`src/rtl/rto_pkg.sv`:
```
package rto_pkg;
  localparam logic [3:0] ID_TIMEOUT = 4'hC;
  localparam logic [3:0] ID_NONE    = 4'h1;

  typedef struct packed {
    logic restart;
    logic advance;
  } ctrlStrobes_t;
endpackage

```
`src/rtl/rto_datapath.sv`:
```
module rto_datapath
  import rto_pkg::*;
#(
  parameter int BYTE_W   = 8,
  parameter int MODE_BIT = 6
) (
  input  logic                clk,
  input  logic                rstN,
  input  ctrlStrobes_t        strobes,
  input  logic [BYTE_W-1:0]   wrData,
  input  logic                wrLimitHi,
  input  logic                wrLimitLo,
  input  logic                wrMode,
  output logic [2*BYTE_W-1:0] limitVal,
  output logic                periodicMode,
  output logic                expireEvt
);
  localparam int CNT_W = 2 * BYTE_W;

  logic [CNT_W-1:0] count;
  logic [CNT_W-1:0] countNext;

  // Threshold byte lanes: lane 0 is the low byte, lane 1 the high byte.
  for (genvar lane = 0; lane < 2; lane++) begin : g_lane
    logic laneWr;
    assign laneWr = (lane == 0) ? wrLimitLo : wrLimitHi;
    always_ff @(posedge clk) begin
      if (!rstN) limitVal[lane*BYTE_W +: BYTE_W] <= '0;
      else if (laneWr) limitVal[lane*BYTE_W +: BYTE_W] <= wrData;
    end
  end

  always_ff @(posedge clk) begin
    if (!rstN) periodicMode <= 1'b0;
    else if (wrMode) periodicMode <= wrData[MODE_BIT];
  end

  assign countNext = count + 1'b1;
  assign expireEvt = strobes.advance && !strobes.restart && (countNext == limitVal);

  always_ff @(posedge clk) begin
    if (!rstN)                 count <= '0;
    else if (strobes.restart)  count <= '0;
    else if (expireEvt)        count <= '0;
    else if (strobes.advance)  count <= countNext;
  end
endmodule

```
`src/rtl/rto_control.sv`:
```
module rto_control
  import rto_pkg::*;
(
  input  logic         clk,
  input  logic         rstN,
  input  logic         fifoNonEmpty,
  input  logic         charRecv,
  input  logic         charTick,
  input  logic         dmaEnable,
  input  logic         cfgWrite,
  input  logic         rdHolding,
  input  logic         rdIdent,
  input  logic         periodicMode,
  input  logic         limitZero,
  input  logic         expireEvt,
  output ctrlStrobes_t strobes,
  output logic         pending,
  output logic         dmaReq,
  output logic [3:0]   identCode
);
  logic normalRestart;

  // Only the holding read touches the count; status reads are not inputs here.
  assign normalRestart = !periodicMode && (charRecv || rdHolding || !fifoNonEmpty);

  always_comb begin
    strobes.restart = cfgWrite || normalRestart;
    strobes.advance = charTick && !limitZero && (periodicMode || fifoNonEmpty);
  end

  always_ff @(posedge clk) begin
    if (!rstN) begin
      pending <= 1'b0;
      dmaReq  <= 1'b0;
    end else begin
      if (expireEvt)    pending <= 1'b1;
      else if (rdIdent) pending <= 1'b0;
      dmaReq <= expireEvt && dmaEnable;
    end
  end

  assign identCode = pending ? ID_TIMEOUT : ID_NONE;
endmodule

```
`src/rtl/rto_ctrl.sv`:
```
module rto_ctrl
  import rto_pkg::*;
#(
  parameter int BYTE_W   = 8,
  parameter int MODE_BIT = 6
) (
  input  logic              clk,
  input  logic              rstN,
  input  logic              fifoNonEmpty,
  input  logic              charRecv,
  input  logic              charTick,
  input  logic              dmaEnable,
  input  logic [BYTE_W-1:0] wrData,
  input  logic              wrLimitHi,
  input  logic              wrLimitLo,
  input  logic              wrMode,
  input  logic              rdHolding,
  input  logic              rdModemStat,
  input  logic              rdLineStat,
  input  logic              rdIdent,
  output logic              irqOut,
  output logic [3:0]        identCode,
  output logic              dmaRxReq
);
  ctrlStrobes_t          strobes;
  logic [2*BYTE_W-1:0]   limitVal;
  logic                  periodicMode;
  logic                  expireEvt;
  logic                  statusReadSeen;

  // Status reads are decoded here only so that they are visibly unused.
  assign statusReadSeen = rdModemStat | rdLineStat;

  rto_datapath #(.BYTE_W(BYTE_W), .MODE_BIT(MODE_BIT)) u_dp (
    .clk(clk), .rstN(rstN), .strobes(strobes), .wrData(wrData),
    .wrLimitHi(wrLimitHi), .wrLimitLo(wrLimitLo), .wrMode(wrMode),
    .limitVal(limitVal), .periodicMode(periodicMode), .expireEvt(expireEvt)
  );

  rto_control u_ctl (
    .clk(clk), .rstN(rstN), .fifoNonEmpty(fifoNonEmpty), .charRecv(charRecv),
    .charTick(charTick), .dmaEnable(dmaEnable),
    .cfgWrite(wrLimitHi | wrLimitLo | wrMode),
    .rdHolding(rdHolding), .rdIdent(rdIdent), .periodicMode(periodicMode),
    .limitZero(limitVal == '0), .expireEvt(expireEvt), .strobes(strobes),
    .pending(irqOut), .dmaReq(dmaRxReq), .identCode(identCode)
  );

  logic unusedOk;
  assign unusedOk = &{1'b0, statusReadSeen};
endmodule

```
`config.mk`:
```
export PLATFORM = sky130hd
export DESIGN_NAME = rto_ctrl
export DESIGN_NICKNAME = d
export VERILOG_FILES = /design/src/rtl/rto_pkg.sv /design/src/rtl/rto_datapath.sv /design/src/rtl/rto_control.sv /design/src/rtl/rto_ctrl.sv
export SDC_FILE = /design/constraint.sdc
export NUM_CORES = 1
export LEC_CHECK = 0
export BUFFER_PORTS_ARGS = -buffer_cell sky130_fd_sc_hd__buf_2
export CELL_PAD_IN_SITES_DETAIL_PLACEMENT = 1
export CELL_PAD_IN_SITES_GLOBAL_PLACEMENT = 2
export CORE_AREA = 4 4 93 73
export DETAILED_ROUTE_END_ITERATION = 10
export DIE_AREA = 0 0 97 77
export GPL_TIMING_DRIVEN = 0
export MAX_ROUTING_LAYER = met4
export PLACE_DENSITY = 0.89
export SLEW_MARGIN = 20
export SYNTH_ARGS = -nofsm -noshare
export SYNTH_HDL_FRONTEND = slang
export SYNTH_HIERARCHICAL = 1
export SYNTH_SLANG_ARGS = --single-unit
export TNS_END_PERCENT = 1
```
`constraint.sdc`:
```
create_clock -name clk -period 2.85 [get_ports clk]
set_input_delay 0.1425 -clock clk [delete_from_list [all_inputs] [get_ports clk]]
set_output_delay 0.1425 -clock clk [all_outputs]
set_load 0.02 [all_outputs]
```
; ---- After elaboration in Yosys (flattened, before gate mapping)
; Index checks and enable logic that the tools add are counted.
[op_classes]
addsub = 1
eq_ne = 1
n_mux = 3
bitwise = 3
n_reduce_logical = 17
[op_table]
columns = op, count
row1 = "16-bit by 1-bit adder with 16-bit output, second input constant", 1
row2 = 16-bit == test, 1
row3 = 16-bit logical NOT, 1
row4 = 1-bit logical AND, 6
row5 = 1-bit logical NOT, 4
row6 = 1-bit logical OR, 4
row7 = 4-bit 2-to-1 mux, 1
row8 = 3-bit OR reduction, 1
row9 = 1-bit 2-to-1 mux, 2
row10 = 1-bit OR, 2
row11 = 2-bit nonzero test, 1
row12 = 1-bit NOT, 1
[word_totals]
regBits = 35
in_bits = 21
out_inout_bits = 6
word_cells = 31

; ---- Depth between registers and ports, before layout
[logic_depth]
ltp_word = 8
mapped_depth = 11
mapped_depth_nobuf = 9

; ---- By module
; The synthesis kept the hierarchy.
[modules_own_cells]
columns = mod, n_inst, cells_each, area_per_inst_um2, seq_area_each_um2
row1 = rto_datapath, 1, 211, 1863.0, 660.6
row2 = rto_control, 1, 14, 116.4, 40.0
row3 = rto_ctrl, 1, 6, 40.0, 0.0

; ---- Worst setup path before layout
; Ideal clock, no wire load.
[synth_path]
kind = register to register
from = register u_dp.limitVal[4]
to = register u_dp.count[11]
setup_time_ps = 115
t_arrival_ps = 2260
required_ps = 2735
path_slack_ps = 475
path_stages_with_launch = 12
path_buffers = 2
period_less_slack_ps = 2375
cell_sequence = dfxtp_1 -> nor4_1 -> and4_1 -> nor3b_1 -> clkbuf_1 -> nor2b_1 -> nand4_1 -> a211oi_1 -> nand4_1 -> o41ai_4 -> buf_6 -> nor2_1
[synth_rtl]
columns = item, line
row1 = "start, declared", rto_datapath.sv:14  ; output logic [2*BYTE_W-1:0] limitVal,
row2 = "start signal, assigned by index", rto_datapath.sv:29  ; else if (laneWr) limitVal[lane*BYTE_W +: BYTE_W] <= wrData;
row3 = "end signal, assigned", rto_datapath.sv:45  ; else if (strobes.advance) count <= countNext;
row4 = "end, declared", rto_datapath.sv:20  ; logic [CNT_W-1:0] count;

; ---- Worst setup path after layout
[layout_path]
from = register u_dp.count[0]
to = register u_dp.count[12]
[layout_via]
elab_chain_cells = 4
[layout_rtl]
columns = item, line
row1 = 16-bit by 1-bit adder with 16-bit output *, rto_datapath.sv:38  ; assign countNext = count + 1'b1;
row2 = 16-bit == test, rto_datapath.sv:39  ; assign expireEvt = strobes.advance && !strobes.restart && (countNext == limitVal);
row3 = 1-bit logical AND, rto_datapath.sv:39
row4 = 3-bit OR reduction (no source line), n/a
; Mark *: on every way between the ends. The rest lies on a longest branch, timed or not.
; A chain may end at the register's enable or synchronous reset.

==> impl_metrics.sql <==
INSERT INTO impl_metrics (metric_group, metric, value, unit) VALUES
('floorplan', 'floorplan.die.height', '77', 'um'),
('synth', 'postSynthAreaPerCell', '8.74', 'sq um'),
('worst_setup_path', 'ff2ff_path_depth', '9', ''),
('floorplan', 'die_span_x', '97', 'um'),
('synth', 'synth-main-ff-cell', 'sky130_fd_sc_hd__dfxtp_1', ''),
('final_layout', 'number_of_inserted_diodes', '0', ''),
('power_and_ir_drop', 'p_sw_share', '26.5', '%'),
('power_and_ir_drop', 'report.power.total', '994', 'uW'),
('global_route', 'pin_count_of_the_biggest_net_entering_global_routing', '12', ''),
('timing', 'rsz0062_at_grt', 'no', ''),
('run', 'timing.max_cap.violations', '0', ''),
('clock_network', 'cts_inserted_buffers', '5', ''),
('worst_setup_path', 'cp-start-kind', 'flop', ''),
('power_and_ir_drop', 'power.share.clock', '36.7', '%'),
('synth', 'async_reset_ff_share', '0', '%'),
('clock_network', 'clockBufferDepth', '2', ''),
('timing', 'timing.clock.skew', '0.0121', 'ns'),
('worst_setup_path', 'criticalPathCategory', 'reg2reg', ''),
('global_route', 'antenna_found_initial', '0', ''),
('clock_network', 'clock-root-buffer', 'sky130_fd_sc_hd__clkbuf_8', ''),
('floorplan', 'ioPinCount', '27', ''),
('place', 'place.port_buffers', '23', ''),
('timing', 'min_period', '2.65', 'ns'),
('clock_network', 'cts.clk_slew.worst_paths', '0.08', 'ns'),
('drt', 'ant_nets', '0', ''),
('synth', 'ys_seq_elements', '35', ''),
('clock_network', 'hold_buffers', '0', ''),
('worst_setup_path', 'r2r-start', 'u_dp/count[0]$_SDFFE_PP0P_', ''),
('drt', 'vias_per_cell', '5.16', ''),
('floorplan', 'rows', '24', ''),
('global_route', 'first_global_vias', '1808', ''),
('drt', 'wl_per_cell', '15.8', 'um'),
('floorplan', 'initial_utilization', '34.8', '%'),
('timing', 'timing_hold_violations_final', '0', ''),
('synth', 'count_of_warnings_emitted_by_yosys', '6', ''),
('place', 'preCtsSetupSlack', '-0.268', 'ns'),
('worst_setup_path', 'cp_max_fo', '10', ''),
('final_layout', 'postLayoutCellArea', '2380', 'sq um'),
('worst_setup_path', 'worst_path_largest_cell_delay', '0.45', 'ns'),
('synth', 'synthTopCellsByCount', 'sky130_fd_sc_hd__dfxtp_1, sky130_fd_sc_hd__nor2_1, sky130_fd_sc_hd__nor2b_1, sky130_fd_sc_hd__xnor2_1, sky130_fd_sc_hd__mux2i_1', ''),
('worst_setup_path', 'cp_cell_sequence', 'ha_1 -> nand3_2 -> or4_1 -> o21ai_1 -> o21ai_1 -> o41ai_4 -> buf_4 -> buf_6 -> nor2_1', ''),
('drt', 'drt_first_pass_iters', '5', ''),
('synth', 'synth_area', '2020', 'sq um'),
('drt', 'route.vias.total', '1787', ''),
('drt', 'drtIter0Drc', '97', ''),
('synth', 'post-synth-top-area-cell', 'sky130_fd_sc_hd__dfxtp_1', ''),
('power_and_ir_drop', 'p_int', '731', 'uW'),
('synth', 'synth_most_common_cell', 'sky130_fd_sc_hd__dfxtp_1', ''),
('place', 'place.detailed.hpwl', '4.22', 'mm'),
('clock_network', 'htree_num_levels', '2', ''),
('power_and_ir_drop', 'switching_power', '263', 'uW'),
('status', 'run_status', 'complete, no violations', ''),
('worst_setup_path', 'rrSetupSlack', '0.20', 'ns'),
('synth', 'synth_top_cells_by_area', 'sky130_fd_sc_hd__dfxtp_1, sky130_fd_sc_hd__xnor2_1, sky130_fd_sc_hd__mux2i_1', ''),
('final_layout', 'layout-area-overhead-vs-synth', '17.7', '%'),
('timing', 'final_max_slew_viol_count', '0', ''),
('floorplan', 'design.die.area', '7470', 'sq um'),
('timing', 'max_slew_margin', '57.8', '%'),
('clock_network', 'worstSkewPairLatency', '0.30', 'ns'),
('clock_network', 'clock_sinks', '35', ''),
('worst_setup_path', 'startpoint', 'u_dp/count[0]$_SDFFE_PP0P_', ''),
('timing', 'worstMarginPinSlew', '0.633', 'ns'),
('place', 'placedInstanceArea', '2230', 'sq um'),
('timing', 'max_clock_freq', '378', 'MHz'),
('synth', 'synthDominantCellAreaShare', '34.7', '%'),
('final_layout', 'drive_above_1_share', '20.5', '%'),
('synth', 'synth.net_count', '253', ''),
('power_and_ir_drop', 'power.static_leakage', '0.000895', 'uW'),
('final_layout', 'final_nets', '289', ''),
('drt', 'drc', '0', ''),
('synth', 'synth-edff-count', '0', '');
## flip-flops by register name, indices dropped and copies added, names as in the netlist
signal,cells
u_ctl/pending,1
u_dp/periodicMode,1
u_dp/limitVal,16
u_dp/count,16
u_ctl/dmaReq,1
## cells in the final DEF (no fill, tap or decap), types with 2 or more instances in the layout
cell,count
sky130_fd_sc_hd__nor2b_1,21
sky130_fd_sc_hd__nand3_2,2
sky130_fd_sc_hd__nand3_1,6
sky130_fd_sc_hd__nor4_1,10
sky130_fd_sc_hd__a211o_1,3
sky130_fd_sc_hd__buf_2,28
sky130_fd_sc_hd__and3_1,5
sky130_fd_sc_hd__and4_1,3
sky130_fd_sc_hd__xor2_1,13
sky130_fd_sc_hd__a31oi_1,2
sky130_fd_sc_hd__nor3_1,5
sky130_fd_sc_hd__mux2i_1,18
sky130_fd_sc_hd__a21oi_1,2
sky130_fd_sc_hd__clkbuf_1,6
sky130_fd_sc_hd__o21ai_1,2
sky130_fd_sc_hd__or3_1,2
sky130_fd_sc_hd__buf_4,11
sky130_fd_sc_hd__nor2_1,25
sky130_fd_sc_hd__clkbuf_8,5
sky130_fd_sc_hd__nand2_1,11
sky130_fd_sc_hd__dfxtp_2,4
sky130_fd_sc_hd__xnor2_1,21
sky130_fd_sc_hd__o21ai_0,3
sky130_fd_sc_hd__inv_1,3
sky130_fd_sc_hd__dfxtp_1,31
sky130_fd_sc_hd__nor3b_1,2
sky130_fd_sc_hd__nand4_1,8
## per-layer routing
metal | part of all wire, % | track usage (%)
met1 | 50 | 22.1
met2 | 44 | 23.3
met3 | 5.0 | 4.35
met4 | 1.0 | 3.37
met5 | 0 | -
## worst max-delay path, delay by kind of cell, from the launching register on
| family | cells | cell delay (ns) |
|---|---|---|
| AND/OR/NAND/NOR | 3 | 0.71 |
| AO/OA/AOI/OAI | 3 | 0.69 |
| flip-flops | 1 | 0.45 |
| buffers and inverters | 2 | 0.34 |
| adder cells (fa/ha/maj) | 1 | 0.33 |
## through the flow
stage	TNS, ns	utilization (%)	instances
2_1_floorplan	0	-	231
3_3_place_gp	-3.30	38.5	332
3_5_place_dp	-3.37	38.5	332
4_1_cts	0	40.4	343
5_1_grt	0	41.0	346
6_report	0	41.0	346
## layout make-up
cell class	instances	area, sq um
tap	78	97.6
timing repair buffer	29	160
multi-input combinational	176	1220
sequential	35	706
buffer	17	96.3
inverter	3	11.3
clock inverter	2	12.5
clock buffer	6	72.6
fill	721	3420
## what timing repair did
item / 4_1_cts / 5_1_grt
setup buffers: 3 / 3
resized for setup: 1 / 8
pin swaps: 1 / 0
endpoints found under the hold margin: 0 / 0
setup endpoints to repair: 18 / 17
## cell families after synthesis
family / Yosys count / share of synthesized area (%)
simple gates: 102 / 27.3
xor+xnor: 35 / 15.9
flops: 35 / 34.7
buf+inv: 20 / 5.14
compound gates: 19 / 7.31
mux: 18 / 8.92
fa+ha+maj: 1 / 0.619
other cells: 1 / 0.186
## power groups by stage
stage	Sequential (uW)	Combinational, uW	Clock [uW]
6_report	522	108	364
5_1_grt	524	121	401
4_1_cts	521	103	375
3_5_place_dp	532	101	0
3_3_place_gp	532	97.2	0
2_1_floorplan	525	70.8	0
## how the worst min path moves through the flow
stage                    from                          to  slack, ns  cells after the start
finish              dmaEnable     u_ctl/dmaReq$_SDFF_PN0_       0.10                      2
CTS                 dmaEnable     u_ctl/dmaReq$_SDFF_PN0_        0.1                      2
detailed placement  dmaEnable     u_ctl/dmaReq$_SDFF_PN0_       0.40                      2
global placement    dmaEnable     u_ctl/dmaReq$_SDFF_PN0_       0.37                      2
floorplan                rstN  u_ctl/pending$_SDFFE_PN0P_       0.26                      1
global route        dmaEnable     u_ctl/dmaReq$_SDFF_PN0_       0.08                      2
Power figures use the tool's default switching activity.
